$ cat src/rtl/spi_fifo_pkg.sv
package spi_fifo_pkg;
  localparam int WORD_W = 16;
  localparam int CODE_W = $clog2(WORD_W);
  localparam int BAUD_W = 16;
  localparam int CTL_W  = 13;

  // register indices (byte address bits [4:2])
  localparam logic [2:0] IX_BAUD = 3'd0;
  localparam logic [2:0] IX_TX   = 3'd1;
  localparam logic [2:0] IX_RX   = 3'd2;
  localparam logic [2:0] IX_CTL  = 3'd3;
  localparam logic [2:0] IX_IEN  = 3'd4;
  localparam logic [2:0] IX_MODE = 3'd6;

  // configuration bit positions
  localparam int B_MSB  = 4;
  localparam int B_CPHA = 5;
  localparam int B_CPOL = 6;
  localparam int B_SRST = 7;
  localparam int B_MAST = 8;
  localparam int B_EN   = 9;
  localparam int B_LOOP = 10;
  localparam int B_TXQ  = 11;
  localparam int B_RXQ  = 12;
  localparam int B_TEIE = 2;

  typedef struct packed {
    logic [CODE_W-1:0] wcode;
    logic              msb;
    logic              cpha;
    logic              cpol;
    logic              loop;
  } shift_cfg_t;
endpackage

$ cat src/rtl/spi_word_fifo.sv
module spi_word_fifo #(
  parameter int WIDTH = 16,
  parameter int DEPTH = 8,
  localparam int AW = $clog2(DEPTH),
  localparam int CW = $clog2(DEPTH + 1)
) (
  input  logic             clk,
  input  logic             rst_n,
  input  logic             flush,
  input  logic             single,
  input  logic             push,
  input  logic [WIDTH-1:0] din,
  input  logic             pop,
  output logic [WIDTH-1:0] dout,
  output logic             empty,
  output logic             full,
  output logic [CW-1:0]    count
);
  logic [WIDTH-1:0] mem [DEPTH];
  logic [AW-1:0]    wr_ptr, rd_ptr;
  logic             do_push, do_pop;

  assign empty   = (count == '0);
  assign full    = single ? (count != '0) : (count == CW'(DEPTH));
  assign do_push = push & ~full;
  assign do_pop  = pop & ~empty;
  assign dout    = mem[rd_ptr];

  always_ff @(posedge clk) begin
    if (!rst_n || flush) begin
      wr_ptr <= '0;
      rd_ptr <= '0;
      count  <= '0;
    end else begin
      if (do_push) wr_ptr <= (wr_ptr == AW'(DEPTH - 1)) ? '0 : wr_ptr + AW'(1);
      if (do_pop)  rd_ptr <= (rd_ptr == AW'(DEPTH - 1)) ? '0 : rd_ptr + AW'(1);
      if (do_push && !do_pop)      count <= count + CW'(1);
      else if (do_pop && !do_push) count <= count - CW'(1);
    end
  end

  always_ff @(posedge clk) begin
    if (do_push) mem[wr_ptr] <= din;
  end
endmodule

$ cat src/rtl/spi_shift_core.sv
module spi_shift_core
  import spi_fifo_pkg::*;
#(
  parameter int WMAX = WORD_W,
  parameter int BW   = BAUD_W,
  localparam int XW = $clog2(WMAX),
  localparam int IW = XW + 1,
  localparam int EW = IW + 1
) (
  input  logic            clk,
  input  logic            rst_n,
  input  logic            hold,
  input  logic            go,
  input  shift_cfg_t      cfg,
  input  logic [BW-1:0]   baud,
  input  logic            tx_valid,
  output logic            tx_ready,
  input  logic [WMAX-1:0] tx_word,
  input  logic            miso,
  output logic            sclk,
  output logic            mosi,
  output logic            rx_valid,
  output logic [WMAX-1:0] rx_word,
  output logic            busy
);
  logic [BW-1:0]   cnt_q, baud_q;
  logic [EW-1:0]   edge_q;
  logic [IW-1:0]   kd_q, ks_q, wlen_q;
  logic            msb_q, cpha_q, loop_q;
  logic [WMAX-1:0] txw_q, rxw_q, rx_next;
  logic            tick, last, samp, drv, in_bit, start;

  function automatic logic [XW-1:0] bitpos(input logic m, input logic [IW-1:0] len,
                                           input logic [IW-1:0] k);
    logic [IW-1:0] t;
    t = m ? (len - k - IW'(1)) : k;
    return t[XW-1:0];
  endfunction

  assign tx_ready = ~busy & go & ~hold;
  assign start    = tx_ready & tx_valid;
  // a divider of 0 wraps to the all-ones limit: 65536 cycles
  assign tick     = busy & (cnt_q == (baud_q - BW'(1)));
  assign last     = (edge_q == ({wlen_q, 1'b0} - EW'(1)));
  // even edges are leading; phase decides which kind samples
  assign samp     = (edge_q[0] == cpha_q);
  assign drv      = ~samp & ~last;
  assign in_bit   = loop_q ? mosi : miso;

  always_comb begin
    rx_next = rxw_q;
    if (samp) rx_next[bitpos(msb_q, wlen_q, ks_q)] = in_bit;
  end

  assign rx_valid = tick & last;
  assign rx_word  = rx_next;

  always_ff @(posedge clk) begin
    if (!rst_n) begin
      busy <= 1'b0; cnt_q <= '0; baud_q <= '0; edge_q <= '0;
      kd_q <= '0; ks_q <= '0; wlen_q <= '0;
      msb_q <= 1'b0; cpha_q <= 1'b0; loop_q <= 1'b0;
      txw_q <= '0; rxw_q <= '0; sclk <= 1'b0; mosi <= 1'b0;
    end else if (hold) begin
      busy <= 1'b0;
      cnt_q <= '0;
      sclk <= cfg.cpol;
    end else if (start) begin
      busy   <= 1'b1;
      cnt_q  <= '0;
      baud_q <= baud;
      edge_q <= '0;
      wlen_q <= IW'(cfg.wcode) + IW'(1);
      msb_q  <= cfg.msb;
      cpha_q <= cfg.cpha;
      loop_q <= cfg.loop;
      txw_q  <= tx_word;
      rxw_q  <= '0;
      ks_q   <= '0;
      sclk   <= cfg.cpol;
      if (cfg.cpha) begin
        mosi <= 1'b0;
        kd_q <= '0;
      end else begin
        mosi <= tx_word[cfg.msb ? cfg.wcode : XW'(0)];
        kd_q <= IW'(1);
      end
    end else if (busy) begin
      if (tick) begin
        cnt_q  <= '0;
        sclk   <= ~sclk;
        edge_q <= edge_q + EW'(1);
        if (samp) begin
          rxw_q <= rx_next;
          ks_q  <= ks_q + IW'(1);
        end
        if (drv) begin
          mosi <= txw_q[bitpos(msb_q, wlen_q, kd_q)];
          kd_q <= kd_q + IW'(1);
        end
        if (last) busy <= 1'b0;
      end else begin
        cnt_q <= cnt_q + BW'(1);
      end
    end else begin
      sclk <= cfg.cpol;
    end
  end
endmodule

$ cat src/rtl/spi_fifo_master.sv
module spi_fifo_master
  import spi_fifo_pkg::*;
#(
  parameter int FIFO_DEPTH = 8,
  localparam int CNT_W = $clog2(FIFO_DEPTH + 1)
) (
  input  logic        clk,
  input  logic        rst_n,
  input  logic        reg_wr,
  input  logic        reg_rd,
  input  logic [4:0]  reg_addr,
  input  logic [31:0] reg_wdata,
  output logic [31:0] reg_rdata,
  output logic        sclk_o,
  output logic        mosi_o,
  input  logic        miso_i,
  output logic        irq_o
);
  logic [BAUD_W-1:0] baud_q;
  logic [CTL_W-1:0]  ctl_q;
  logic              ien_q, mode_q;
  logic [2:0]        widx;
  logic              tx_push, rx_pop, srst, run_ok, cfg_cpol;
  logic              tx_empty, tx_full, tx_ready, tx_pop;
  logic              rx_empty, rx_full, rx_valid, eng_busy;
  logic [WORD_W-1:0] tx_head, rx_head, rx_word;
  logic [CNT_W-1:0]  tx_cnt, rx_cnt;
  shift_cfg_t        cfg;
  logic              unused_bits;

  assign unused_bits = ^{reg_addr[1:0], reg_wdata[31:16], tx_full, rx_full};
  assign widx     = reg_addr[4:2];
  assign tx_push  = reg_wr & (widx == IX_TX);
  assign rx_pop   = reg_rd & (widx == IX_RX);
  assign srst     = ctl_q[B_SRST];
  assign run_ok   = ctl_q[B_EN] & ctl_q[B_MAST] & ~mode_q;
  assign cfg_cpol = ctl_q[B_CPOL];
  assign tx_pop   = tx_ready & ~tx_empty;

  assign cfg.wcode = ctl_q[CODE_W-1:0];
  assign cfg.msb   = ctl_q[B_MSB];
  assign cfg.cpha  = ctl_q[B_CPHA];
  assign cfg.cpol  = ctl_q[B_CPOL];
  assign cfg.loop  = ctl_q[B_LOOP];

  always_ff @(posedge clk) begin
    if (!rst_n) begin
      baud_q <= '0;
      ctl_q  <= '0;
      ien_q  <= 1'b0;
      mode_q <= 1'b0;
    end else if (reg_wr) begin
      case (widx)
        IX_BAUD: baud_q <= reg_wdata[BAUD_W-1:0];
        IX_CTL:  ctl_q  <= reg_wdata[CTL_W-1:0];
        IX_IEN:  ien_q  <= reg_wdata[B_TEIE];
        IX_MODE: mode_q <= reg_wdata[0];
        default: ;
      endcase
    end
  end

  spi_word_fifo #(.WIDTH(WORD_W), .DEPTH(FIFO_DEPTH)) u_txq (
    .clk(clk), .rst_n(rst_n), .flush(srst), .single(~ctl_q[B_TXQ]),
    .push(tx_push), .din(reg_wdata[WORD_W-1:0]), .pop(tx_pop),
    .dout(tx_head), .empty(tx_empty), .full(tx_full), .count(tx_cnt)
  );

  spi_word_fifo #(.WIDTH(WORD_W), .DEPTH(FIFO_DEPTH)) u_rxq (
    .clk(clk), .rst_n(rst_n), .flush(srst), .single(~ctl_q[B_RXQ]),
    .push(rx_valid), .din(rx_word), .pop(rx_pop),
    .dout(rx_head), .empty(rx_empty), .full(rx_full), .count(rx_cnt)
  );

  spi_shift_core #(.WMAX(WORD_W), .BW(BAUD_W)) u_core (
    .clk(clk), .rst_n(rst_n), .hold(srst), .go(run_ok), .cfg(cfg),
    .baud(baud_q), .tx_valid(~tx_empty), .tx_ready(tx_ready),
    .tx_word(tx_head), .miso(miso_i), .sclk(sclk_o), .mosi(mosi_o),
    .rx_valid(rx_valid), .rx_word(rx_word), .busy(eng_busy)
  );

  always_comb begin
    reg_rdata = '0;
    case (widx)
      IX_BAUD: reg_rdata[BAUD_W-1:0] = baud_q;
      IX_RX:   reg_rdata[WORD_W-1:0] = rx_empty ? '0 : rx_head;
      IX_CTL:  reg_rdata[CTL_W-1:0]  = ctl_q;
      IX_IEN:  reg_rdata[B_TEIE]     = ien_q;
      IX_MODE: reg_rdata[0]          = mode_q;
      default: ;
    endcase
  end

  assign irq_o = ien_q & tx_empty & ~eng_busy;
endmodule

$ cat config.mk
export PLATFORM = sky130hd
export DESIGN_NAME = spi_fifo_master
export DESIGN_NICKNAME = d
export VERILOG_FILES = /design/src/rtl/spi_fifo_pkg.sv /design/src/rtl/spi_word_fifo.sv /design/src/rtl/spi_shift_core.sv /design/src/rtl/spi_fifo_master.sv
export SDC_FILE = /design/constraint.sdc
export NUM_CORES = 1
export LEC_CHECK = 0
export BUFFER_PORTS_ARGS = -buffer_cell sky130_fd_sc_hd__buf_2
export CORE_ASPECT_RATIO = 1.5
export CORE_MARGIN = 4
export CORE_UTILIZATION = 52
export DETAILED_ROUTE_END_ITERATION = 12
export PLACE_DENSITY = 0.79
export SLEW_MARGIN = 20
export SYNTH_ARGS = -nofsm -noshare
export SYNTH_HDL_FRONTEND = slang
export SYNTH_HIERARCHICAL = 1
export SYNTH_SLANG_ARGS = --single-unit
export TNS_END_PERCENT = 50
$ cat constraint.sdc
create_clock -name clk -period 5.2 [get_ports clk]
set_input_delay 0 -clock clk [delete_from_list [all_inputs] [get_ports clk]]
set_output_delay 0 -clock clk [all_outputs]
set_load 0.005 [all_outputs]
==> results.sh, run 1 <==
export IMPL_layout_drive_gt1_share=0.167
export IMPL_crit_arrival_ns=5.03
export IMPL_clk_latency_ns=0.54
export IMPL_post_route_drc_count=0
export IMPL_initial_utilization=0.525
export IMPL_cp_max_fo=9
export IMPL_die_area_um2=38400
export IMPL_nFillCells=2618
export IMPL_die_h_um=238
export IMPL_syn2layout_area_growth_pct=11.7
export IMPL_hold_ws_ns=0.0457
export IMPL_ant_nets=0
export IMPL_relSlewSlack=0.369
export IMPL_avgViaCountPerCell=5.99
export IMPL_setup_viol=0
export IMPL_layout_commonest_cell="edfxtp_1"
export IMPL_drt_total_wl_um=41400
export IMPL_finClkSkew_ns=0.0155
export IMPL_die_w_um=161
export IMPL_postCtsHoldBufs=20
export IMPL_grt_ovfl_total=0
export IMPL_worstPathRequired_ns=5.63
export IMPL_tightestPinTransition_ns=0.944
export IMPL_grt_total_usage=0.216
export IMPL_grt_pass1_wl_um=65200
export IMPL_h_tree_depth=2
export IMPL_end_kind="flip-flop"
export IMPL_power_density_nw_per_um2=306
export IMPL_finalSetupTns_ns=0
export IMPL_grt_max_degree=42
export IMPL_post_cts_repair_setup_buffers=0
export IMPL_stdcell_count=1945
export IMPL_yosys_warnings=6
export IMPL_synth_avg_cell_area_um2=13.3
export IMPL_status="finished, final reports clean"
export IMPL_synth_area_um2=18400
export IMPL_antenna_found_initial=1
export IMPL_cts_tree="done"
export IMPL_drtIter0Drc=999
export IMPL_final_period_utilization=0.884
export IMPL_numCtsBuffers=39
export IMPL_start_kind="flip-flop"
export IMPL_crit_type="flip-flop to flip-flop"
export IMPL_rsz0062_at_grt="false"
export IMPL_portBuffers=42
export IMPL_core_area_um2=35000
export IMPL_cts_sinks=402
export IMPL_num_vias=11649
export IMPL_globalplace_congestion=0.883
export IMPL_cts_resized=0
export IMPL_utilization=0.586
export IMPL_p_leak_nw=6.93
export IMPL_io_pins=77
export IMPL_dr_pass1_iters=6
export IMPL_clk_pin_slew_worst_paths_ns=0.06
export IMPL_max_freq_ghz=0.218
export IMPL_synth_cells=1383
export IMPL_dp_cells=1853
export IMPL_cts_buffer_depth=3
export IMPL_grt_pass1_vias=11692
export IMPL_dp_hpwl_um=27300
export IMPL_rows=84
export IMPL_fin_nets=1515
export IMPL_cts_root_buffer="clkbuf_16"
export IMPL_hp_class="input pin to flip-flop"
export IMPL_min_period_ns=4.60
export IMPL_final_cell_mix="edfxtp_1, nand2_1, dfxtp_1"
export IMPL_ir_worst_vdd_uv=345
export IMPL_hold_viol=0
export IMPL_wl_per_cell_um=21.3
export IMPL_drv_cap=0
export IMPL_slew_violations=0
[layer usage]
layer | vias up | track usage | part of all wire
met1 | 5801 | 0.252 | 0.37
met3 | 119 | 0.0294 | 0.055
met2 | 418 | 0.391 | 0.53
met5 | - | 0 | 0
met4 | 0 | 0.105 | 0.050
li1 | 5311 | - | -
[report_power, final]
part	internal, mW	switching (mW)
logic	0.0452	0.0823
registers	3.38	0.0139
clock network	1.54	1.21
[critical path, stage by stage, from the launching register on]
cell       delay [ns]
dfxtp_1          0.36
inv_1            0.08
ha_1             0.23
nor4b_2          0.52
a31oi_1          0.20
a2111oi_0        0.41
and4_1           0.27
o2111ai_2        0.15
nor2_1           0.44
nand3_4          0.25
inv_2            0.16
ha_1             0.17
inv_1            0.10
ha_1             0.34
a21oi_1          0.21
a211oi_1         0.10
a31oi_1          0.17
mux2_2           0.35
[state kept, by name, summed over array words and instances, names as in the netlist, 5 cells and up, named ones only]
name / flops
u_rxq/mem: 128
u_txq/mem: 128
baud_q: 16
u_core/baud_q: 16
u_core/cnt_q: 16
u_core/rxw_q: 16
u_core/txw_q: 16
ctl_q: 13
u_core/edge_q: 6
u_core/wlen_q: 5
[stage by stage]
step           total power, mW  setup WS (ns)  area (µm²)
2_1_floorplan             3.53          0.515       18400
3_3_place_gp              3.57          0.779       19000
3_5_place_dp              3.58          0.705       19000
4_1_cts                   6.31          0.684       20500
5_1_grt                   6.47          0.369       20500
6_report                  6.27          0.604       20500
[area by class of cell]
cell class	instances	area, µm²	area share
clock inverters	21	173	0.00842
flip-flops and latches	402	10600	0.518
clock buffers	49	1080	0.0525
inverters	28	105	0.00513
diodes	1	2.50	0.000122
repair buffers	96	673	0.0328
multi-input cells	875	7270	0.355
well taps	473	592	0.0289
[worst paths after layout]
| check | start | end | slack [ns] | cells after the start |
|---|---|---|---|---|
| worst min-delay path | reg_rd | flip-flop | 0.05 | 5 |
| worst min register to register | u_core/txw_q[10]$_SDFFE_PN0P_ | u_core/txw_q[10]$_SDFFE_PN0P_ | 0.46 | 2 |
| worst max-delay path | u_core/baud_q[0]$_SDFFE_PN0P_ | u_rxq/count[3]$_SDFFE_PP0P_ | 0.60 | 17 |
| worst max register to register | u_core/baud_q[0]$_SDFFE_PN0P_ | u_rxq/count[3]$_SDFFE_PP0P_ | 0.60 | 17 |
(Power assumes the default switching activity.)
==> inputs of run 2 (changes only) <==
--- a/config.mk
+++ b/config.mk
@@ -9,6 +9,7 @@
 export CORE_ASPECT_RATIO = 1.5
 export CORE_MARGIN = 4
 export CORE_UTILIZATION = 52
+export CTS_CLUSTER_DIAMETER = 120
 export DETAILED_ROUTE_END_ITERATION = 12
 export PLACE_DENSITY = 0.79
 export SLEW_MARGIN = 20
==> constraint.sdc (replaced) <==
create_clock -name clk -period 5.8 [get_ports clk]
set_input_delay 0 -clock clk [delete_from_list [all_inputs] [get_ports clk]]
set_output_delay 0 -clock clk [all_outputs]
set_load 0.005 [all_outputs]
==> results.sh, run 2 (synthesis gave the netlist of run 1 again) <==
export IMPL_rrSetupSlack_ns=1.11
export IMPL_grt_pass1_wl_um=65700
export IMPL_post_cts_repair_setup_buffers=0
export IMPL_regToRegEndpoint="u_rxq/count[3]$_SDFFE_PP0P_"
export IMPL_wl_per_cell_um=21.7
export IMPL_r2r_start="u_core/baud_q[0]$_SDFFE_PN0P_"
export IMPL_worstPathRequired_ns=6.24
export IMPL_crit_top_cell="ha_1"
export IMPL_crit_chain="inv_1 -> ha_1 -> nor4b_2 -> a31oi_1 -> a2111oi_0 -> and4_1 -> o2111ai_2 -> buf_4 -> nor2_1 -> nand3_4 -> inv_2 -> ha_1 -> inv_1 -> ha_1 -> a21oi_1 -> a211oi_1 -> a31oi_1 -> mux2_2"
export IMPL_setup_viol=0
export IMPL_min_to="u_rxq/rd_ptr[0]$_SDFFE_PP0P_"
export IMPL_top_regs="u_rxq/mem (128), u_txq/mem (128)"
export IMPL_drtIter0Drc=914
export IMPL_hp_class="input pin to flip-flop"
export IMPL_start_kind="flip-flop"
export IMPL_post_route_drc_count=0
export IMPL_core_area_um2=35000
export IMPL_drv_cap=0
export IMPL_numCtsBuffers=38
export IMPL_hold_ws_ns=0.0284
export IMPL_utilization=0.586
export IMPL_grt_total_usage=0.218
export IMPL_relSlewSlack=0.286
export IMPL_cts_resized=0
export IMPL_tightestPinTransition_ns=1.07
export IMPL_fin_ws_ns=1.11
export IMPL_cts_tree="done"
export IMPL_slowest_delay_ns=0.55
export IMPL_ant_nets=0
export IMPL_cts_sinks=402
export IMPL_cts_buffer_depth=3
export IMPL_crit_path_top_delay_cell="nor4b_2"
export IMPL_ir_worst_vdd_uv=294
export IMPL_p_leak_nw=6.92
export IMPL_grt_pass1_vias=11949
export IMPL_io_pins=77
export IMPL_cp_max_fo=27
export IMPL_postCtsHoldBufs=21
export IMPL_status="finished, final reports clean"
export IMPL_grt_max_degree=48
export IMPL_syn2layout_area_growth_pct=11.7
export IMPL_die_h_um=238
export IMPL_slew_violations=0
export IMPL_initial_utilization=0.525
export IMPL_min_delay_start="reg_rd"
export IMPL_die_w_um=161
export IMPL_hold_viol=0
export IMPL_layout_commonest_cell="edfxtp_1"
export IMPL_final_cell_mix="edfxtp_1, nand2_1, dfxtp_1"
export IMPL_min_period_ns=4.69
export IMPL_grt_ovfl_total=0
export IMPL_portBuffers=42
export IMPL_avgViaCountPerCell=5.99
export IMPL_h_tree_depth=2
export IMPL_clk_pin_slew_worst_paths_ns=0.06
export IMPL_rsz0062_at_grt="false"
export IMPL_layout_drive_gt1_share=0.162
export IMPL_finalSetupTns_ns=0
export IMPL_r2r_cells=18
export IMPL_end_kind="flip-flop"
export IMPL_dr_pass1_iters=5
export IMPL_crit_type="flip-flop to flip-flop"
export IMPL_die_area_um2=38400
export IMPL_num_vias=11609
export IMPL_max_freq_ghz=0.213
export IMPL_clk_latency_ns=0.55
export IMPL_globalplace_congestion=0.890
export IMPL_final_period_utilization=0.809
export IMPL_drt_total_wl_um=42000
export IMPL_holdPathStages=5
export IMPL_place_ws_ns=1.18
export IMPL_finClkSkew_ns=0.0207
export IMPL_cts_root_buffer="clkbuf_16"
export IMPL_dp_hpwl_um=27200
export IMPL_power_density_nw_per_um2=281
export IMPL_antenna_found_initial=1
export IMPL_fin_nets=1508
export IMPL_crit_arrival_ns=5.13
export IMPL_nFillCells=2610
export IMPL_rows=84
run 2: cell types whose count changed in the layout (fill, tap and decap cells not counted), moves of 2 or more:
cell,change
buf_4,-5
bufinv_16,+5
clkbuf_16,-3
buf_6,-2
clkinv_1,-2
clkinv_8,-2
run 2: area by class of cell:
class	instances	area [µm²]	area share
Sequential cell	402	10600	0.518
Clock buffer	47	1000	0.0490
Clock inverter	21	293	0.0143
Timing Repair Buffer	90	623	0.0304
Antenna cell	1	2.50	0.000122
Multi-Input combinational cell	875	7270	0.355
Tap cell	473	592	0.0289
Inverter	28	105	0.00513
run 2: report_power, final:
| part | switching (mW) | internal [mW] |
|---|---|---|
| combinational | 0.0756 | 0.0407 |
| sequential | 0.0119 | 3.03 |
| clock | 1.09 | 1.52 |
| total | 1.17 | 4.59 |
run 2: worst max path at each step:
stage                                             start                     endpoint  slack, ns  depth (start not counted)
after floorplan           u_core/baud_q[0]$_SDFFE_PN0P_    u_rxq/mem[4][0]$_DFFE_PP_       1.11                         11
after detailed placement  u_core/baud_q[0]$_SDFFE_PN0P_  u_rxq/count[3]$_SDFFE_PP0P_       1.18                         18
after global routing      u_core/baud_q[0]$_SDFFE_PN0P_  u_rxq/count[3]$_SDFFE_PP0P_       0.86                         18
after global placement    u_core/baud_q[0]$_SDFFE_PN0P_  u_rxq/count[3]$_SDFFE_PP0P_       1.22                         18
after CTS                 u_core/baud_q[0]$_SDFFE_PN0P_  u_rxq/count[3]$_SDFFE_PP0P_       1.18                         18
final                     u_core/baud_q[0]$_SDFFE_PN0P_  u_rxq/count[3]$_SDFFE_PP0P_       1.11                         18
run 2: per-stage QoR:
step	total power, mW	instance area (µm²)	cells
5_1_grt	5.94	20500	1937
3_5_place_dp	3.21	19000	1847
3_3_place_gp	3.20	19000	1847
6_report	5.76	20500	1937
4_1_cts	5.80	20500	1936
2_1_floorplan	3.17	18400	1398
run 2: worst max-delay path, delay by kind of cell (launching register included):
family                     cells  cell delay, ns
AOI/OAI and AO/OA              6            1.17
muxes                          1            0.35
and+or+nand+nor                4            1.42
DFF                            1            0.36
buffers and inverters          4            0.56
adders and majority gates      3            0.73
run 2: per-layer routing:
layer,GRT usage,vias to the layer above,share of wire
met5,0,-,0
met1,0.252,5774,0.37
met4,0.111,0,0.055
li1,-,5299,-
met2,0.395,406,0.52
met3,0.0275,130,0.054
==> inputs of run 3 (changes only) <==
--- a/config.mk
+++ b/config.mk
@@ -5,6 +5,7 @@
 export SDC_FILE = /design/constraint.sdc
 export NUM_CORES = 1
 export LEC_CHECK = 0
+export ABC_AREA = 1
 export BUFFER_PORTS_ARGS = -buffer_cell sky130_fd_sc_hd__buf_2
 export CORE_ASPECT_RATIO = 1.5
 export CORE_MARGIN = 4
==> constraint.sdc (replaced) <==
create_clock -name clk -period 4.9 [get_ports clk]
set_input_delay 0 -clock clk [delete_from_list [all_inputs] [get_ports clk]]
set_output_delay 0 -clock clk [all_outputs]
set_load 0.005 [all_outputs]
==> results.sh, run 3 <==
export IMPL_status="finished, final reports clean"
export IMPL_core_area_um2=36100
export IMPL_place_ws_ns=1.29
export IMPL_post_cts_repair_setup_buffers=0
export IMPL_post_route_drc_count=0
export IMPL_clk_latency_ns=0.54
export IMPL_gr_usage_met1=0.263
export IMPL_grt_met2_usage=0.410
export IMPL_end_kind="flip-flop"
export IMPL_layout_drive_gt1_share=0.0768
export IMPL_die_w_um=164
export IMPL_worstPathRequired_ns=5.34
export IMPL_finClkSkew_ns=0.0185
export IMPL_io_pins=77
export IMPL_max_freq_ghz=0.272
export IMPL_hold_viol=0
export IMPL_met3_usage=0.0397
export IMPL_p_leak_nw=8.51
export IMPL_dp_hpwl_um=30500
export IMPL_setup_viol=0
export IMPL_initial_utilization=0.529
export IMPL_finalSetupTns_ns=0
export IMPL_final_period_utilization=0.749
export IMPL_synth_avg_cell_area_um2=8.72
export IMPL_top_regs="u_rxq/mem (128), u_txq/mem (128)"
export IMPL_min_period_ns=3.67
export IMPL_num_vias=15198
export IMPL_place_area_um2=19500
export IMPL_utilization=0.587
export IMPL_fin_nets=2298
export IMPL_power_density_nw_per_um2=334
export IMPL_ir_worst_vdd_uv=322
export IMPL_hp_class="input pin to flip-flop"
export IMPL_grt_pass1_vias=14569
export IMPL_slew_violations=0
export IMPL_rsz0062_at_grt="false"
export IMPL_relSlewSlack=0.250
export IMPL_grt_ovfl_total=0
export IMPL_synth_area_um2=19100
export IMPL_multiInputGateArea_um2=7080
export IMPL_crit_family="simple AND/OR/NAND/NOR gates"
export IMPL_die_area_um2=39800
export IMPL_slowest_delay_ns=0.64
export IMPL_ant_nets=0
export IMPL_avgViaCountPerCell=5.56
export IMPL_start_kind="flip-flop"
export IMPL_critical_path_n_buffers_inverters=5
export IMPL_tightestPinTransition_ns=1.12
export IMPL_crit_path_top_delay_cell="dfxtp_1"
export IMPL_cts_sinks=402
export IMPL_crit_type="flip-flop to flip-flop"
export IMPL_cts_buffer_depth=3
export IMPL_portBuffers=42
export IMPL_design_area_um2=21200
export IMPL_dr_pass1_iters=5
export IMPL_top_usage_layer="met2"
export IMPL_nFillCells=2962
export IMPL_numCtsBuffers=39
export IMPL_wl_per_cell_um=17.1
export IMPL_grt_max_degree=67
export IMPL_regArea_um2=10600
export IMPL_cts_root_buffer="clkbuf_16"
export IMPL_crit_arrival_ns=4.11
export IMPL_drtIter0Drc=1422
export IMPL_stdcell_count=2734
export IMPL_fin_ws_ns=1.23
export IMPL_crit_chain="inv_2 -> a21oi_1 -> nand3_1 -> nor2_1 -> nand2_1 -> nor2_1 -> nand3_1 -> nor2_1 -> buf_4 -> nand2_1 -> inv_1 -> a21boi_4 -> ha_1 -> inv_1 -> ha_1 -> a21oi_1 -> nand2_1 -> nand2_1 -> nand3_1 -> nand2_1 -> inv_1"
export IMPL_grt_pass1_wl_um=73100
export IMPL_rows=85
export IMPL_globalplace_congestion=0.879
export IMPL_layout_commonest_cell="nand2_1"
export IMPL_syn2layout_area_growth_pct=11.0
export IMPL_synth_cells=2186
export IMPL_grt_total_usage=0.228
export IMPL_drv_cap=0
export IMPL_cp_max_fo=11
export IMPL_die_h_um=242
export IMPL_antenna_found_initial=1
export IMPL_crit_top_cell="nand2_1"
export IMPL_h_tree_depth=2
export IMPL_drt_total_wl_um=46600
export IMPL_yosys_warnings=6
export IMPL_dp_cells=2637
export IMPL_cts_tree="done"
export IMPL_final_cell_mix="nand2_1, nor2_1, edfxtp_1"
export IMPL_clk_pin_slew_worst_paths_ns=0.07
## run 3: cell types whose count changed in the layout (fill, tap and decap cells not counted), sizes merged, moves of 35 or more
cell,change
a21oi,+40
inv,+172
mux2,-53
mux2i,-35
mux4,-70
nand2,+282
nand3,+89
nand4,+53
nor2,+282
o21ai,+205
## run 3: metrics by stage
stage | hold WS, ns | power (mW)
after floorplan | 0.0989 | 3.79
after global placement | 0.277 | 3.84
after detailed placement | 0.279 | 3.85
after CTS | 0.212 | 7.09
after global routing | 0.288 | 7.26
final | 0.241 | 7.06
## run 3: final cells by class
cell class / instances / area share
Antenna cell: 2 / 0.000237
Clock buffer: 44 / 0.0490
Sequential cell: 402 / 0.502
Timing Repair Buffer: 98 / 0.0328
Inverter: 201 / 0.0362
Multi-Input combinational cell: 1483 / 0.335
Tap cell: 478 / 0.0283
Clock inverter: 26 / 0.0170
## run 3: worst paths after layout
path,endpoint,start,cells after the start,slack (ns)
setup / recovery,u_rxq/count[3]$_SDFFE_PP0P_,u_core/busy$_SDFF_PP0_,21,1.23
hold / removal,baud_q[0]$_SDFFE_PN0P_,reg_addr[3],5,0.24
setup reg to reg,u_rxq/count[3]$_SDFFE_PP0P_,u_core/busy$_SDFF_PP0_,21,1.23
hold reg to reg,u_core/txw_q[6]$_SDFFE_PN0P_,u_core/txw_q[6]$_SDFFE_PN0P_,2,0.45
## run 3: tightest hold or removal path: stages
cell and delay [ns]:
buf_2 0.37, nor2_2 0.16, nand3_1 0.09, nand2_1 0.05, nor2_1 0.07
## run 3: report_power, final
| group | switching (mW) | internal, mW | total, mW | leakage, nW |
|---|---|---|---|---|
| registers | 0.0141 | 3.59 | 3.61 | 3.51 |
| logic | 0.132 | 0.0578 | 0.190 | 4.31 |
| clock network | 1.26 | 2.00 | 3.26 | 0.682 |
## run 3: layer usage
metal / routed length (µm) / part of all wire
met5: 0 / 0
met4: 1840 / 0.039
met3: 3170 / 0.068
met2: 24200 / 0.52
met1: 17500 / 0.37
## run 3: what timing repair did
item / 4_1_cts / 5_1_grt
hold endpoints to repair: 168 / 0
hold buffers: 25 / 0
endpoints found under the setup margin: 0 / 0
resized for setup: 0 / 0
